==> src/rtl/fadd_pkg.sv <==
package fadd_pkg;

    localparam int unsigned FRAC_W_DEF      = 56;
    localparam int unsigned GRP_W_DEF       = 4;
    localparam int unsigned GRP_PER_SEC_DEF = 2;

    // Generate / propagate pair used at every lookahead level.
    typedef struct packed {
        logic g;
        logic p;
    } gp_t;

    // Combine a more significant span with the span just below it.
    function automatic gp_t gp_merge(gp_t hi, gp_t lo);
        gp_t r;
        r.g = hi.g | (hi.p & lo.g);
        r.p = hi.p & lo.p;
        return r;
    endfunction

    // Carry out of a span described by gp, given its carry in.
    function automatic logic gp_carry(gp_t span, logic cin);
        return span.g | (span.p & cin);
    endfunction

    // Effective subtraction from the operand signs and the instruction sense.
    function automatic logic eff_subtract(logic s_alig, logic s_base, logic sub);
        return s_alig ^ s_base ^ sub;
    endfunction

endpackage

==> src/rtl/fadd_cla_group.sv <==
module fadd_cla_group
    import fadd_pkg::*;
#(
    parameter int unsigned W = 4
) (
    input  logic [W-1:0] a,
    input  logic [W-1:0] b,
    input  logic         cin,
    output logic [W-1:0] sum_true,
    output gp_t          gp
);

    logic [W-1:0] half_sum;
    gp_t  [W-1:0] bit_gp;
    logic [W-1:0] bit_cin;

    // Bit level: half-sum, generate and propagate from each bit pair.
    for (genvar i = 0; i < W; i++) begin : g_bit
        assign half_sum[i] = a[i] ^ b[i];
        assign bit_gp[i].g = a[i] & b[i];
        assign bit_gp[i].p = a[i] | b[i];
    end

    // Carry into each bit from the group carry in, via the merged span below it.
    always_comb begin
        gp_t span;
        span       = bit_gp[0];
        bit_cin[0] = cin;
        for (int i = 1; i < W; i++) begin
            bit_cin[i] = gp_carry(span, cin);
            span       = gp_merge(bit_gp[i], span);
        end
        gp = span;
    end

    assign sum_true = half_sum ^ bit_cin;

endmodule

==> src/rtl/fadd_cla_section.sv <==
module fadd_cla_section
    import fadd_pkg::*;
#(
    parameter int unsigned GRP_W   = 4,
    parameter int unsigned N_GRP   = 2,
    localparam int unsigned SEC_W  = GRP_W * N_GRP
) (
    input  logic [SEC_W-1:0] a,
    input  logic [SEC_W-1:0] b,
    input  logic             cin,
    output logic [SEC_W-1:0] sum_true,
    output gp_t              gp
);

    gp_t  grp_gp  [N_GRP];
    logic grp_cin [N_GRP];

    for (genvar k = 0; k < N_GRP; k++) begin : g_grp
        fadd_cla_group #(.W(GRP_W)) u_grp (
            .a        (a[k*GRP_W +: GRP_W]),
            .b        (b[k*GRP_W +: GRP_W]),
            .cin      (grp_cin[k]),
            .sum_true (sum_true[k*GRP_W +: GRP_W]),
            .gp       (grp_gp[k])
        );
    end

    // Group level lookahead inside the section.
    always_comb begin
        gp_t span;
        span       = grp_gp[0];
        grp_cin[0] = cin;
        for (int k = 1; k < N_GRP; k++) begin
            grp_cin[k] = gp_carry(span, cin);
            span       = gp_merge(grp_gp[k], span);
        end
        gp = span;
    end

endmodule

==> src/rtl/fadd_eac_adder.sv <==
module fadd_eac_adder
    import fadd_pkg::*;
#(
    parameter int unsigned FRAC_W      = FRAC_W_DEF,
    parameter int unsigned GRP_W       = GRP_W_DEF,
    parameter int unsigned GRP_PER_SEC = GRP_PER_SEC_DEF
) (
    input  logic              clk,
    input  logic              rst,
    input  logic              in_valid,
    input  logic              op_sub,
    input  logic              sign_alig,
    input  logic              sign_base,
    input  logic [FRAC_W-1:0] frac_alig,
    input  logic [FRAC_W-1:0] frac_base,
    output logic              out_valid,
    output logic [FRAC_W-1:0] res_frac,
    output logic              res_ovf,
    output logic              res_sign
);

    localparam int unsigned SEC_W = GRP_W * GRP_PER_SEC;
    localparam int unsigned N_SEC = FRAC_W / SEC_W;

    typedef struct packed {
        logic [FRAC_W-1:0] frac;
        logic              ovf;
        logic              sign;
    } fadd_res_t;

    logic              do_sub;
    logic [FRAC_W-1:0] opnd_b;
    logic [FRAC_W-1:0] sum_true;
    gp_t               sec_gp  [N_SEC];
    logic              sec_cin [N_SEC];
    gp_t               whole_gp;
    logic              eac_cin;
    logic              top_carry;
    logic              ninth_bit;
    logic              pick_comp;
    fadd_res_t         res_d;
    fadd_res_t         res_q;

    // Effective operation and true/complement gating of the base fraction.
    assign do_sub = eff_subtract(sign_alig, sign_base, op_sub);
    assign opnd_b = do_sub ? ~frac_base : frac_base;

    for (genvar s = 0; s < N_SEC; s++) begin : g_sec
        fadd_cla_section #(.GRP_W(GRP_W), .N_GRP(GRP_PER_SEC)) u_sec (
            .a        (frac_alig[s*SEC_W +: SEC_W]),
            .b        (opnd_b[s*SEC_W +: SEC_W]),
            .cin      (sec_cin[s]),
            .sum_true (sum_true[s*SEC_W +: SEC_W]),
            .gp       (sec_gp[s])
        );
    end

    // Whole-adder generate/propagate; independent of any carry in.
    always_comb begin
        gp_t span;
        span = sec_gp[0];
        for (int s = 1; s < N_SEC; s++) begin
            span = gp_merge(sec_gp[s], span);
        end
        whole_gp = span;
    end

    // End-around carry: on subtract the top carry re-enters at the bottom.
    assign eac_cin = do_sub & whole_gp.g;

    // Section level lookahead using the end-around carry as carry in.
    always_comb begin
        gp_t span;
        span       = sec_gp[0];
        sec_cin[0] = eac_cin;
        for (int s = 1; s < N_SEC; s++) begin
            sec_cin[s] = gp_carry(span, eac_cin);
            span       = gp_merge(sec_gp[s], span);
        end
    end

    assign top_carry = gp_carry(whole_gp, eac_cin);

    // Ninth high-order bit: preset to one on subtract, then receives the top carry.
    assign ninth_bit = do_sub ^ top_carry;
    assign pick_comp = do_sub & ninth_bit;

    always_comb begin
        res_d.frac = pick_comp ? ~sum_true : sum_true;
        res_d.ovf  = ninth_bit & ~do_sub;
        res_d.sign = (do_sub & ~pick_comp) ? ~sign_base : sign_base;
    end

    always_ff @(posedge clk) begin
        if (rst) begin
            res_q     <= '0;
            out_valid <= 1'b0;
        end else begin
            out_valid <= in_valid;
            if (in_valid) begin
                res_q <= res_d;
            end
        end
    end

    assign res_frac = res_q.frac;
    assign res_ovf  = res_q.ovf;
    assign res_sign = res_q.sign;

    // one-cycle latency of the valid flag
    a_r2_valid_latency: assert property (@(posedge clk) disable iff (rst)
        !$past(rst) |-> (out_valid == $past(in_valid)));

    // result holds while no operands are presented
    a_r2_hold: assert property (@(posedge clk) disable iff (rst)
        (!$past(rst) && !$past(in_valid)) |->
            ($stable(res_frac) && $stable(res_ovf) && $stable(res_sign)));

    // addition gives the full 57-bit sum
    a_r4_add_sum: assert property (@(posedge clk) disable iff (rst)
        (out_valid && !$past(sign_alig ^ sign_base ^ op_sub)) |->
            ({res_ovf, res_frac} == ({1'b0, $past(frac_alig)} + {1'b0, $past(frac_base)})));

    // addition keeps the base sign
    a_r5_add_sign: assert property (@(posedge clk) disable iff (rst)
        (out_valid && !$past(sign_alig ^ sign_base ^ op_sub)) |->
            (res_sign == $past(sign_base)));

    // subtraction gives a magnitude and never an overflow digit
    a_r6_sub_mag: assert property (@(posedge clk) disable iff (rst)
        (out_valid && $past(sign_alig ^ sign_base ^ op_sub)) |->
            (!res_ovf && (res_frac == (($past(frac_alig) > $past(frac_base)) ?
                ($past(frac_alig) - $past(frac_base)) :
                ($past(frac_base) - $past(frac_alig))))));

    // subtraction sign follows the larger magnitude
    a_r7_sub_sign: assert property (@(posedge clk) disable iff (rst)
        (out_valid && $past(sign_alig ^ sign_base ^ op_sub)) |->
            (res_sign == (($past(frac_alig) > $past(frac_base)) ?
                !$past(sign_base) : $past(sign_base))));

endmodule

==> config.mk <==
export PLATFORM = sky130hd
export DESIGN_NAME = fadd_eac_adder
export DESIGN_NICKNAME = d
export VERILOG_FILES = /design/src/rtl/fadd_pkg.sv /design/src/rtl/fadd_cla_group.sv /design/src/rtl/fadd_cla_section.sv /design/src/rtl/fadd_eac_adder.sv
export SDC_FILE = /design/constraint.sdc
export NUM_CORES = 1
export LEC_CHECK = 0
export CAP_MARGIN = 0
export CORE_MARGIN = 4
export CORE_UTILIZATION = 45
export DETAILED_ROUTE_END_ITERATION = 8
export PLACE_DENSITY = 0.74
export SLEW_MARGIN = 20
export SYNTH_ARGS = -nofsm -noshare
export SYNTH_HDL_FRONTEND = slang
export SYNTH_SLANG_ARGS = --single-unit
==> constraint.sdc <==
create_clock -name clk -period 12.96 [get_ports clk]
set_input_delay 1.296 -clock clk [delete_from_list [all_inputs] [get_ports clk]]
set_output_delay 1.296 -clock clk [all_outputs]
set_load 0.02 [all_outputs]
==> flow_summary.ini <==
[status]
status = finished clean

[critical_path]
worst-path-stages = 17
cpMaxStageDelayCell = xnor3_4
critPathCaptureType = flip-flop
critPathMostFrequentCell = buf_4
regToRegEndpoint = res_frac[26]
r2r_start = res_frac[26]
path_class = input port to flip-flop
critical_path.max_fanout = 44
cp.required_ps = 13240
start_kind = input port
cpLargestDelayFamily = buffers and inverters
crit_end = res_frac[35]
crit_start = sign_base
max_stage_delay_ps = 770
r2r_cells = 2
regToRegSetupSlack_ps = 12090
crit_chain = clkdlybuf4s50_1, xnor3_4, buf_4, xnor2_1, inv_1, ha_1, nor2_1, a221oi_4, o21bai_1, a211o_1, a221o_1, or2_1, nor2_8, buf_4, xor2_1, or4_1, nand3_1
crit_arrival_ps = 7280
crit_buf_inv = 4

[synthesis]
synthArstFlopShare_pct = 0
yosys_warnings = 0
synth_fp_nets = 1103
synth_seq_area_share_pct = 16.71
syn_area_sq_mm = 0.007071
synth.distinct_cells = 76
ys.flop_type = dfxtp_1
ys_seq_elements = 59
syn_inst = 862
syn_avg_cell_area_sq_um = 8.202
synth_edf_count = 0

[hold_path]
hp-class = flip-flop to flip-flop
min_from = res_frac[30]

[die]
die_w_um = 133.4
initial_core_util_pct = 46.17
dieArea_sq_mm = 0.01778
num_rows = 45
coreArea_sq_mm = 0.01531
die_y_um = 133.4
io_pins = 177

[global_route]
grtUsageTotal_pct = 20.98
grt_pass1_vias = 6150
grt_first_pass_wirelength_um = 30490
grt_max_degree = 67
gr-total-overflow = 0
antenna_found_initial = 1

[cts]
hold_buffers = 0
post-cts-setup-buffer-count = 0
clk_pin_slew_ps = 50
clockBufferDepth = 2
root_buffer = clkbuf_16
cts_tree = yes
cts_buffers = 9
cts_resized = 0
clock_sinks = 59
clkLatencyLatePin_ps = 340
htree_num_levels = 3

[cells_and_area]
stdcell_area_sq_mm = 0.009253
layout_commonest_cell = clkdlybuf4s50_1
regArea_sq_mm = 0.001181
n_fill_cell = 1399
final_cell_mix = clkdlybuf4s50_1 (174), inv_1 (145), xnor2_1 (133)
fin_nets = 1264
multi_input_area_sq_mm = 0.005202
drive_gt1_share_pct = 3.891
area_growth_pct = 30.86
fin_util_pct = 60.42

[timing]
finalCritPeriodShare_pct = 53.97
worst_pin_slew_ps = 861.9
min_period_ps = 6994
rsz0062_at_grt = false
final_max_slew_viol_count = 0
finalSetupTns_ps = 0
skew_ps = 0
finalSetupViolations = 0
hold_viol = 0
fmax_mhz = 143.0
slew_headroom_pct = 42.33

[run]
cap_violations = 0

[power]
p_per_area_mw_per_mm2 = 143.0
pwr-share-comb_pct = 63.5
power.switching_w = 0.0005546
pwr-share-seq_pct = 19.1
p_sw_share_pct = 41.92
intPower_w = 0.0007685
clockPowerShare_pct = 17.4
vdd_drop_max_v = 0.00007385
power_leakage_nw = 4.060

[placed_design]
gp_congestion = 0.8694
post-dp-hpwl_um = 14480
io_buffer_count = 176
placed_area_sq_mm = 0.008976

[detailed_routing]
viasPerCell = 5.025
drt-total-wl_um = 18580
wire_per_inst_um = 14.99
first_pass_iters = 6
drtAntennaViolNets = 0
vias = 6231
drc = 0
drtIter0Drc = 298
==> synthesized netlist by cell type (3+ instances only) <==
cell,count,area (sq um)
buf_1,4,15.01
a221oi_1,4,35.03
nand3_1,7,35.03
xnor2_1,133,1165
clkbuf_1,19,71.32
nand2_1,28,105.1
nor4_1,7,43.79
a21boi_0,3,22.52
o21bai_1,5,37.54
o31ai_1,10,75.07
a21oi_1,29,145.1
nor3_1,19,95.09
a221o_1,4,40.04
xor2_1,15,131.4
a31oi_1,7,43.79
a211oi_1,36,270.3
ha_1,110,1376
buf_6,3,33.78
or3_1,3,18.77
or4_1,3,22.52
nor3b_1,3,22.52
nor2_1,85,319.1
nand2b_1,10,62.56
inv_1,145,544.3
a21o_1,3,22.52
mux2i_1,14,140.1
nand4_1,3,18.77
dfxtp_1,59,1181
o21ai_0,16,80.08
nor2b_1,5,31.28
fa_1,13,260.3
==> worst register-to-register path, stage by stage, from the launching register on <==
cell     delay, ps
dfxtp_1        310
nor2b_1        130
o31a_1         320
==> metal layers <==
| layer | global-route usage (%) | wire, um |
|---|---|---|
| met5 | 0 | 0 |
| met4 | 6.457 | 272 |
| met3 | 3.625 | 978 |
| met2 | 35.41 | 8766 |
| met1 | 27.42 | 8567 |
==> how the worst min path moves through the flow <==
stage,slack [ps],endpoint,depth (start not counted)
after global routing,490,res_frac[15],2
after detailed placement,450,res_frac[30],2
after floorplan,530,res_frac[15],2
after global placement,440,res_frac[19],2
after CTS,460,res_frac[30],2
final,460,res_frac[30],2
==> state kept, by name, summed over array words and instances, names as in the netlist <==
name / cells
res_sign: 1
out_valid: 1
res_frac: 56
res_ovf: 1
==> final cells by class <==
cell class	count	share of cell area [%]
well taps	211	2.853
clock buffers	14	2.853
repair buffers	180	19.28
diodes	1	0.02705
flip-flops and latches	59	12.77
clock inverters	2	0.1082
multi-input cells	628	56.23
inverters	145	5.882
==> kinds of logic (layout without fill, tap and decap cells) <==
logic type,count (synthesis),in the layout,share of synthesized area (%)
AND/OR/NAND/NOR,190,190,13.38
XOR/XNOR,149,149,18.67
flip-flops,59,59,16.70
other,0,1,0
buffers and inverters,175,341,9.750
multiplexers,14,14,1.982
AO/OA/AOI/OAI,152,152,16.37
adder cells (fa/ha/maj),123,123,23.15
==> power by group through the flow <==
stage	Combinational [W]	Clock (W)	Sequential, W
after floorplan	0.000551	0	0.000308
after global placement	0.000829	0	0.000255
after detailed placement	0.000840	0	0.000256
after CTS	0.000847	0.000234	0.000253
after global routing	0.000929	0.000241	0.000259
final	0.000841	0.000230	0.000252
==> through the flow <==
stage                     hold slack [ps]  power (W)  worst slack [ps]  cells
after floorplan                     533.8  0.0008588              6979    862
after global placement              438.0   0.001085              5701   1223
after detailed placement            447.3   0.001096              5607   1223
after CTS                           459.8   0.001334              5971   1239
after global routing                491.3   0.001429              5616   1240
final                               455.2   0.001323              5966   1240
No activity file was read; power rests on OpenSTA's default activity.
